**config.mk**
```make
export PLATFORM = sky130hd
export DESIGN_NAME = coh_cluster
export DESIGN_NICKNAME = d
export VERILOG_FILES = /design/src/rtl/coh_pkg.sv /design/src/rtl/coh_rr_arb.sv /design/src/rtl/coh_cache_ctl.sv /design/src/rtl/coh_cluster.sv
export SDC_FILE = /design/constraint.sdc
export NUM_CORES = 1
export LEC_CHECK = 0
export ABC_AREA = 1
export BUFFER_PORTS_ARGS = -buffer_cell sky130_fd_sc_hd__buf_2
export CAP_MARGIN = 30
export CORE_ASPECT_RATIO = 2
export CORE_UTILIZATION = 60
export CTS_BUF_LIST = sky130_fd_sc_hd__clkbuf_8
export CTS_CLUSTER_SIZE = 40
export DETAILED_ROUTE_END_ITERATION = 16
export MAX_ROUTING_LAYER = met4
export PLACE_DENSITY = 0.8
export SLEW_MARGIN = 10
export SYNTH_ARGS = -nofsm -noshare
export SYNTH_HDL_FRONTEND = slang
export SYNTH_HIERARCHICAL = 1
export SYNTH_SLANG_ARGS = --single-unit
```
**constraint.sdc**
```tcl
create_clock -name clk -period 13.3 [get_ports clk]
set_input_delay 0 -clock clk [delete_from_list [all_inputs] [get_ports clk]]
set_output_delay 0 -clock clk [all_outputs]
set_load 0.01 [all_outputs]
```
**src/rtl/coh_pkg.sv**
```systemverilog
package coh_pkg;
  typedef enum logic [1:0] {
    ST_INV = 2'd0,
    ST_SHD = 2'd1,
    ST_EXC = 2'd2
  } line_st_t;

  typedef enum logic [1:0] {
    BOP_NONE = 2'd0,
    BOP_RD   = 2'd1,
    BOP_RDX  = 2'd2,
    BOP_WB   = 2'd3
  } bus_op_t;
endpackage

```
**src/rtl/coh_rr_arb.sv**
```systemverilog
module coh_rr_arb #(
  parameter int N_REQ = 3,
  localparam int CW = (N_REQ > 1) ? $clog2(N_REQ) : 1
) (
  input  logic             clk,
  input  logic             rst,
  input  logic [N_REQ-1:0] req,
  output logic [N_REQ-1:0] gnt,
  output logic             gnt_valid,
  output logic [CW-1:0]    gnt_idx
);
  logic [CW-1:0] last_q;

  always_comb begin
    gnt       = '0;
    gnt_valid = 1'b0;
    gnt_idx   = '0;
    for (int k = 1; k <= N_REQ; k++) begin
      int c;
      c = (int'(last_q) + k) % N_REQ;
      if (!gnt_valid && req[c]) begin
        gnt_valid = 1'b1;
        gnt_idx   = CW'(c);
        gnt[c]    = 1'b1;
      end
    end
  end

  always_ff @(posedge clk) begin
    if (rst) last_q <= CW'(N_REQ - 1);
    else if (gnt_valid) last_q <= gnt_idx;
  end
endmodule

```
**src/rtl/coh_cache_ctl.sv**
```systemverilog
module coh_cache_ctl
  import coh_pkg::*;
#(
  parameter int ADDR_W = 8,
  parameter int DATA_W = 16,
  parameter int IDX_W  = 2,
  localparam int TAG_W = ADDR_W - IDX_W,
  localparam int LINES = 1 << IDX_W
) (
  input  logic                   clk,
  input  logic                   rst,
  input  logic                   cpu_req,
  input  logic                   cpu_we,
  input  logic [ADDR_W-1:0]      cpu_addr,
  input  logic [DATA_W-1:0]      cpu_wdata,
  output logic                   cpu_done,
  output logic [DATA_W-1:0]      cpu_rdata,
  output logic                   bus_req,
  output bus_op_t                bus_op_o,
  output logic [ADDR_W-1:0]      bus_addr_o,
  output logic [DATA_W-1:0]      bus_wdata_o,
  input  logic                   bus_active,
  input  logic                   bus_gnt,
  input  bus_op_t                bus_op_i,
  input  logic [ADDR_W-1:0]      bus_addr_i,
  input  logic [DATA_W-1:0]      bus_data_i,
  input  logic                   bus_shared_i,
  output logic                   snp_shared,
  output logic                   snp_flush,
  output logic [DATA_W-1:0]      snp_data,
  output logic [LINES*2-1:0]     line_st_o,
  output logic [LINES*TAG_W-1:0] line_tag_o
);
  typedef enum logic [1:0] {F_IDLE, F_MISS, F_ACK} fsm_t;

  logic [DATA_W-1:0] dat_q [LINES];
  logic [TAG_W-1:0]  tag_q [LINES];
  line_st_t          st_q  [LINES];
  logic              drt_q [LINES];
  fsm_t              fsm_q;

  // processor side lookup
  logic [IDX_W-1:0] c_idx;
  logic [TAG_W-1:0] c_tag;
  line_st_t         c_st;
  logic             c_hit, need_wb;
  assign c_idx   = cpu_addr[IDX_W-1:0];
  assign c_tag   = cpu_addr[ADDR_W-1:IDX_W];
  assign c_st    = st_q[c_idx];
  assign c_hit   = (c_st != ST_INV) && (tag_q[c_idx] == c_tag);
  assign need_wb = (c_st != ST_INV) && (tag_q[c_idx] != c_tag) && drt_q[c_idx];

  assign bus_req     = (fsm_q == F_MISS);
  assign bus_op_o    = need_wb ? BOP_WB : (cpu_we ? BOP_RDX : BOP_RD);
  assign bus_addr_o  = need_wb ? {tag_q[c_idx], c_idx} : cpu_addr;
  assign bus_wdata_o = dat_q[c_idx];

  // snoop side lookup
  logic [IDX_W-1:0] s_idx;
  logic [TAG_W-1:0] s_tag;
  logic             s_hit;
  assign s_idx = bus_addr_i[IDX_W-1:0];
  assign s_tag = bus_addr_i[ADDR_W-1:IDX_W];
  assign s_hit = bus_active && !bus_gnt && (st_q[s_idx] != ST_INV) &&
                 (tag_q[s_idx] == s_tag) &&
                 (bus_op_i == BOP_RD || bus_op_i == BOP_RDX);
  assign snp_shared = s_hit && (bus_op_i == BOP_RD);
  assign snp_flush  = s_hit && drt_q[s_idx];
  assign snp_data   = dat_q[s_idx];

  for (genvar l = 0; l < LINES; l++) begin : g_vis
    assign line_st_o[l*2 +: 2]         = st_q[l];
    assign line_tag_o[l*TAG_W +: TAG_W] = tag_q[l];
  end

  // data and tag arrays: no reset, plain indexed writes
  always_ff @(posedge clk) begin
    if (!rst) begin
      if (fsm_q == F_IDLE && cpu_req && !bus_active && c_hit && cpu_we && c_st == ST_EXC)
        dat_q[c_idx] <= cpu_wdata;
      else if (fsm_q == F_MISS && bus_gnt && bus_op_o != BOP_WB) begin
        dat_q[c_idx] <= (bus_op_o == BOP_RDX) ? cpu_wdata : bus_data_i;
        tag_q[c_idx] <= c_tag;
      end
    end
  end

  // line state, dirty bits and control
  always_ff @(posedge clk) begin
    if (rst) begin
      fsm_q     <= F_IDLE;
      cpu_done  <= 1'b0;
      cpu_rdata <= '0;
      for (int l = 0; l < LINES; l++) begin
        st_q[l]  <= ST_INV;
        drt_q[l] <= 1'b0;
      end
    end else begin
      cpu_done <= 1'b0;
      if (s_hit) begin
        st_q[s_idx]  <= (bus_op_i == BOP_RD) ? ST_SHD : ST_INV;
        drt_q[s_idx] <= 1'b0;
      end
      case (fsm_q)
        F_IDLE: if (cpu_req && !bus_active) begin
          if (c_hit && !cpu_we) begin
            cpu_rdata <= dat_q[c_idx];
            cpu_done  <= 1'b1;
            fsm_q     <= F_ACK;
          end else if (c_hit && c_st == ST_EXC) begin
            drt_q[c_idx] <= 1'b1;
            cpu_done     <= 1'b1;
            fsm_q        <= F_ACK;
          end else begin
            fsm_q <= F_MISS;
          end
        end
        F_MISS: if (bus_gnt) begin
          case (bus_op_o)
            BOP_WB: begin
              st_q[c_idx]  <= ST_INV;
              drt_q[c_idx] <= 1'b0;
            end
            BOP_RD: begin
              st_q[c_idx]  <= bus_shared_i ? ST_SHD : ST_EXC;
              drt_q[c_idx] <= 1'b0;
              cpu_rdata    <= bus_data_i;
              cpu_done     <= 1'b1;
              fsm_q        <= F_ACK;
            end
            default: begin
              st_q[c_idx]  <= ST_EXC;
              drt_q[c_idx] <= 1'b1;
              cpu_done     <= 1'b1;
              fsm_q        <= F_ACK;
            end
          endcase
        end
        default: fsm_q <= F_IDLE;
      endcase
    end
  end
endmodule

```
**src/rtl/coh_cluster.sv**
```systemverilog
module coh_cluster
  import coh_pkg::*;
#(
  parameter int N_CACHE = 3,
  parameter int ADDR_W  = 8,
  parameter int DATA_W  = 16,
  parameter int IDX_W   = 2,
  localparam int TAG_W  = ADDR_W - IDX_W,
  localparam int LINES  = 1 << IDX_W,
  localparam int CW     = (N_CACHE > 1) ? $clog2(N_CACHE) : 1
) (
  input  logic                      clk,
  input  logic                      rst,
  input  logic [N_CACHE-1:0]        cpu_req,
  input  logic [N_CACHE-1:0]        cpu_we,
  input  logic [N_CACHE*ADDR_W-1:0] cpu_addr,
  input  logic [N_CACHE*DATA_W-1:0] cpu_wdata,
  output logic [N_CACHE-1:0]        cpu_done,
  output logic [N_CACHE*DATA_W-1:0] cpu_rdata,
  output logic [ADDR_W-1:0]         mem_addr,
  output logic                      mem_we,
  output logic [DATA_W-1:0]         mem_wdata,
  input  logic [DATA_W-1:0]         mem_rdata
);
  logic [N_CACHE-1:0]              req_vec, gnt_vec, snp_shared, snp_flush;
  bus_op_t                         cop   [N_CACHE];
  logic [ADDR_W-1:0]               caddr [N_CACHE];
  logic [DATA_W-1:0]               cwd   [N_CACHE];
  logic [DATA_W-1:0]               sdat  [N_CACHE];
  logic [N_CACHE*LINES*2-1:0]      st_all;
  logic [N_CACHE*LINES*TAG_W-1:0]  tag_all;
  logic                            gnt_valid, shared_any, flush_any;
  logic [CW-1:0]                   gnt_idx;
  bus_op_t                         bus_op;
  logic [ADDR_W-1:0]               bus_addr;
  logic [DATA_W-1:0]               bus_data, flush_data;

  coh_rr_arb #(.N_REQ(N_CACHE)) u_arb (
    .clk(clk), .rst(rst), .req(req_vec), .gnt(gnt_vec),
    .gnt_valid(gnt_valid), .gnt_idx(gnt_idx)
  );

  assign bus_op   = gnt_valid ? cop[gnt_idx] : BOP_NONE;
  assign bus_addr = caddr[gnt_idx];

  always_comb begin
    flush_data = '0;
    for (int c = 0; c < N_CACHE; c++)
      if (snp_flush[c]) flush_data = flush_data | sdat[c];
  end

  assign shared_any = |snp_shared;
  assign flush_any  = |snp_flush;
  assign bus_data   = flush_any ? flush_data : mem_rdata;
  assign mem_addr   = bus_addr;
  assign mem_we     = gnt_valid && (bus_op == BOP_WB || flush_any);
  assign mem_wdata  = (bus_op == BOP_WB) ? cwd[gnt_idx] : flush_data;

  for (genvar c = 0; c < N_CACHE; c++) begin : g_cache
    coh_cache_ctl #(.ADDR_W(ADDR_W), .DATA_W(DATA_W), .IDX_W(IDX_W)) u_cc (
      .clk(clk), .rst(rst),
      .cpu_req(cpu_req[c]), .cpu_we(cpu_we[c]),
      .cpu_addr(cpu_addr[c*ADDR_W +: ADDR_W]),
      .cpu_wdata(cpu_wdata[c*DATA_W +: DATA_W]),
      .cpu_done(cpu_done[c]),
      .cpu_rdata(cpu_rdata[c*DATA_W +: DATA_W]),
      .bus_req(req_vec[c]), .bus_op_o(cop[c]), .bus_addr_o(caddr[c]),
      .bus_wdata_o(cwd[c]),
      .bus_active(gnt_valid), .bus_gnt(gnt_vec[c]), .bus_op_i(bus_op),
      .bus_addr_i(bus_addr), .bus_data_i(bus_data), .bus_shared_i(shared_any),
      .snp_shared(snp_shared[c]), .snp_flush(snp_flush[c]), .snp_data(sdat[c]),
      .line_st_o(st_all[c*LINES*2 +: LINES*2]),
      .line_tag_o(tag_all[c*LINES*TAG_W +: LINES*TAG_W])
    );
  end
endmodule

```
==> results.toml <==
[global_routing]
grt_start_max_net_pins = 83
antenna_found_initial = 2
grt_pass1_vias = 19700
grt_overflow = 0
grt_pass1_wl_mm = 108
grt_usage_pct = 41.2

[timing]
rsz0062_at_grt = "no"
fin_crit_sh_pct = 59.5
fin_skew_ps = 30.1
fmax_ghz = 0.126
worst_pin_slew_ps = 1110
final_max_slew_viol_count = 0
finalHoldViolations = 0
setup_viol = 0
slew_headroom_pct = 25.8
tns_ps = 0
setup_ws_ps = 5390
fin_crit_ps = 7910

[final_layout]
utilization_pct = 68.9
areaGrowthSynthToFinish_pct = 13.5
nNetsFinal = 2856
layout_common_cells = "808 x nand2_1, 300 x edfxtp_1, 209 x inv_1, 207 x nor2_1, 192 x o21ai_0"
drive_above_1_share_pct = 14.7
final_common_cell = "nand2_1"
nFillCells = 2793
fin_cells = 3236

[placement]
dp_cells = 3067
place_ws_ps = 5850
gp_congestion = 1.01
portBuffers = 171
hpwl_mm = 49.9

[routing]
wl_mm = 71.2
via_per_inst = 6.30
wl_per_cell_um = 22.0
ant_nets = 0
vias = 20400
first_pass_iters = 8
drt-initial-drc-count = 2337
drc = 0

[floorplan]
die_h_um = 265
core-area_sq_um = 34200
start_util_pct = 60.7
num_rows = 96
die_area_sq_um = 35400
io_pins = 172
die_x_um = 134

[worst_setup_path]
crit_path_top_delay_cell = "clkinv_1"
required_ps = 13300
path_buf_inv = 9
start_kind = "flop"
arrival_ps = 7910
worstPathMaxFanout = 73
crit_type = "flop to output port"
end_kind = "output port"
critPathMaxStageDelay_ps = 1050
reg2reg_from = "g_cache[2].u_cc/fsm_q[0]$_SDFFE_PP0P_"
crit_family = "buffers and inverters"
startpoint = "g_cache[2].u_cc/fsm_q[0]$_SDFFE_PP0P_"

[flow_run]
cap_violations = 0

[synthesis]
synth_area_sq_um = 20800
synth_largest_area_cell = "edfxtp_1"
ys_ff_latch = 359
synthTopCellsByArea = "edfxtp_1 43%, nand2_1 15%, dfxtp_1 5.7%"
synth.distinct_cells = 55
ys_seq_area_share_pct = 49.0
synth_area_per_cell_sq_um = 8.10
ys_warn_count = 6
synth_nets = 2668
synth.top_cell.area_share_pct = 43.3
synthCells = 2565

[cts]
clk_path_buf_depth = 3
htreeDepth = 2
post-cts-setup-buffers = 0
cts_tree = "yes"
cts_root_buffer = "clkbuf_8"
cts_made_buffers = 50
cts_sinks = 359
cts.clk_slew.worst_paths_ps = 70
clock_latency_ps = 630

[pwr]
p_per_area_nw_per_um2 = 221
p_leak_nw = 10.2
ir_worst_vdd_mv = 0.236

[worst_hold_path]
min-delay-path-class = "input port to flop"
hp-start = "mem_rdata[5]"

[outcome]
outcome = "completed"
-- timing repair --
item	4_1_cts	5_1_grt
hold buffers	73	0
resized for setup	0	0
hold endpoints to repair	284	0
-- cell usage after synthesis (all sizes together) --
library cell and instances:
nand2 841, buf 67, nand3b 4, or2 1, inv 224, and2 1, a31oi 3, o21a 2
nor3b 2, ha 7, o22ai 51, o2111ai 1, nor4 1, edfxtp 300, a221oi 1, nand4 30
a32oi 1, nor3 22, clkinv 3, xor2 6, clkbuf 70, o21bai 1, a21oi 87, nand3 184
a21o 17, a22oi 84, or3 1, o211ai 2, a211oi 1, o21ai 250, nor2b 1, xnor2 11
dfxtp 59, nor2 229
-- registers in the layout, summed over array words and instances, names as in the netlist --
name,flops
g_cache.u_cc/cpu_done,3
g_cache.u_cc/fsm_q,6
g_cache.u_cc/cpu_rdata,48
g_cache.u_cc/dat_q,192
g_cache.u_cc/drt_q,12
g_cache.u_cc/st_q,24
u_arb/last_q,2
g_cache.u_cc/tag_q,72
-- final cells by class --
type / count / area (sq um) / share of cell area, %
Clock buffer: 53 / 729 / 3.09
Tap cell: 441 / 552 / 2.34
Inverter: 227 / 871 / 3.69
Antenna cell: 2 / 5.00 / 0.0212
Clock inverter: 39 / 350 / 1.49
Multi-Input combinational cell: 1842 / 8980 / 38.1
Sequential cell: 359 / 10200 / 43.2
Timing Repair Buffer: 273 / 1910 / 8.11
-- kinds of logic (layout without fill, tap and decap cells) --
family	Yosys count	count (layout)	share of synthesized area (%)
other	0	2	0
adder cells (fa/ha/maj)	7	7	0.421
AO/OA/AOI/OAI	501	501	14.6
buffers and inverters	364	592	7.95
AND/OR/NAND/NOR	1317	1317	27.3
XOR/XNOR	17	17	0.716
flip-flops	359	359	49.0
-- report_power, final --
part	switching [mW]	internal (mW)	total [mW]
Combinational	2.12	0.852	2.97
Sequential	0.0302	1.27	1.30
Clock	0.433	0.507	0.940
Total	2.58	2.63	5.21
-- path summary, 6_finish.rpt --
path | endpoint | slack (ps) | cells past startpoint
setup / recovery | mem_we | 5390 | 26
hold / removal | g_cache[0].u_cc/cpu_rdata[5]$_SDFFE_PP0P_ | 40 | 6
setup reg to reg | g_cache[0].u_cc/cpu_rdata[15]$_SDFFE_PP0P_ | 5440 | 29
hold reg to reg | g_cache[2].u_cc/cpu_rdata[10]$_SDFFE_PP0P_ | 470 | 2
-- worst register-to-register path, delay by kind of cell, from the launching register on --
| kind | cells | cell delay (ps) |
|---|---|---|
| buffers and inverters | 9 | 2930 |
| and+or+nand+nor | 12 | 2640 |
| AOI/OAI and AO/OA | 7 | 1720 |
| DFF | 1 | 330 |
| xor gates and xnor gates | 1 | 160 |
-- per-stage QoR --
stage          power (mW)  cell area [sq um]  hold WS (ps)
2_1_floorplan        3.28              20800          98.9
3_3_place_gp         4.02              21600           248
3_5_place_dp         4.13              21700           255
4_1_cts              5.09              23500          7.60
5_1_grt              5.44              23600          61.1
6_report             5.21              23600          39.0
-- routing by layer --
| metal | vias to the layer above | track usage (%) | wire length (um) |
|---|---|---|---|
| met2 | 1603 | 66.3 | 33600 |
| li1 | 9040 | - | - |
| met3 | 437 | 6.77 | 8190 |
| met5 | - | - | 0 |
| met1 | 9297 | 46.3 | 23500 |
| met4 | 0 | 29.9 | 5910 |
Note: power is estimated with default switching activity, not from simulation.
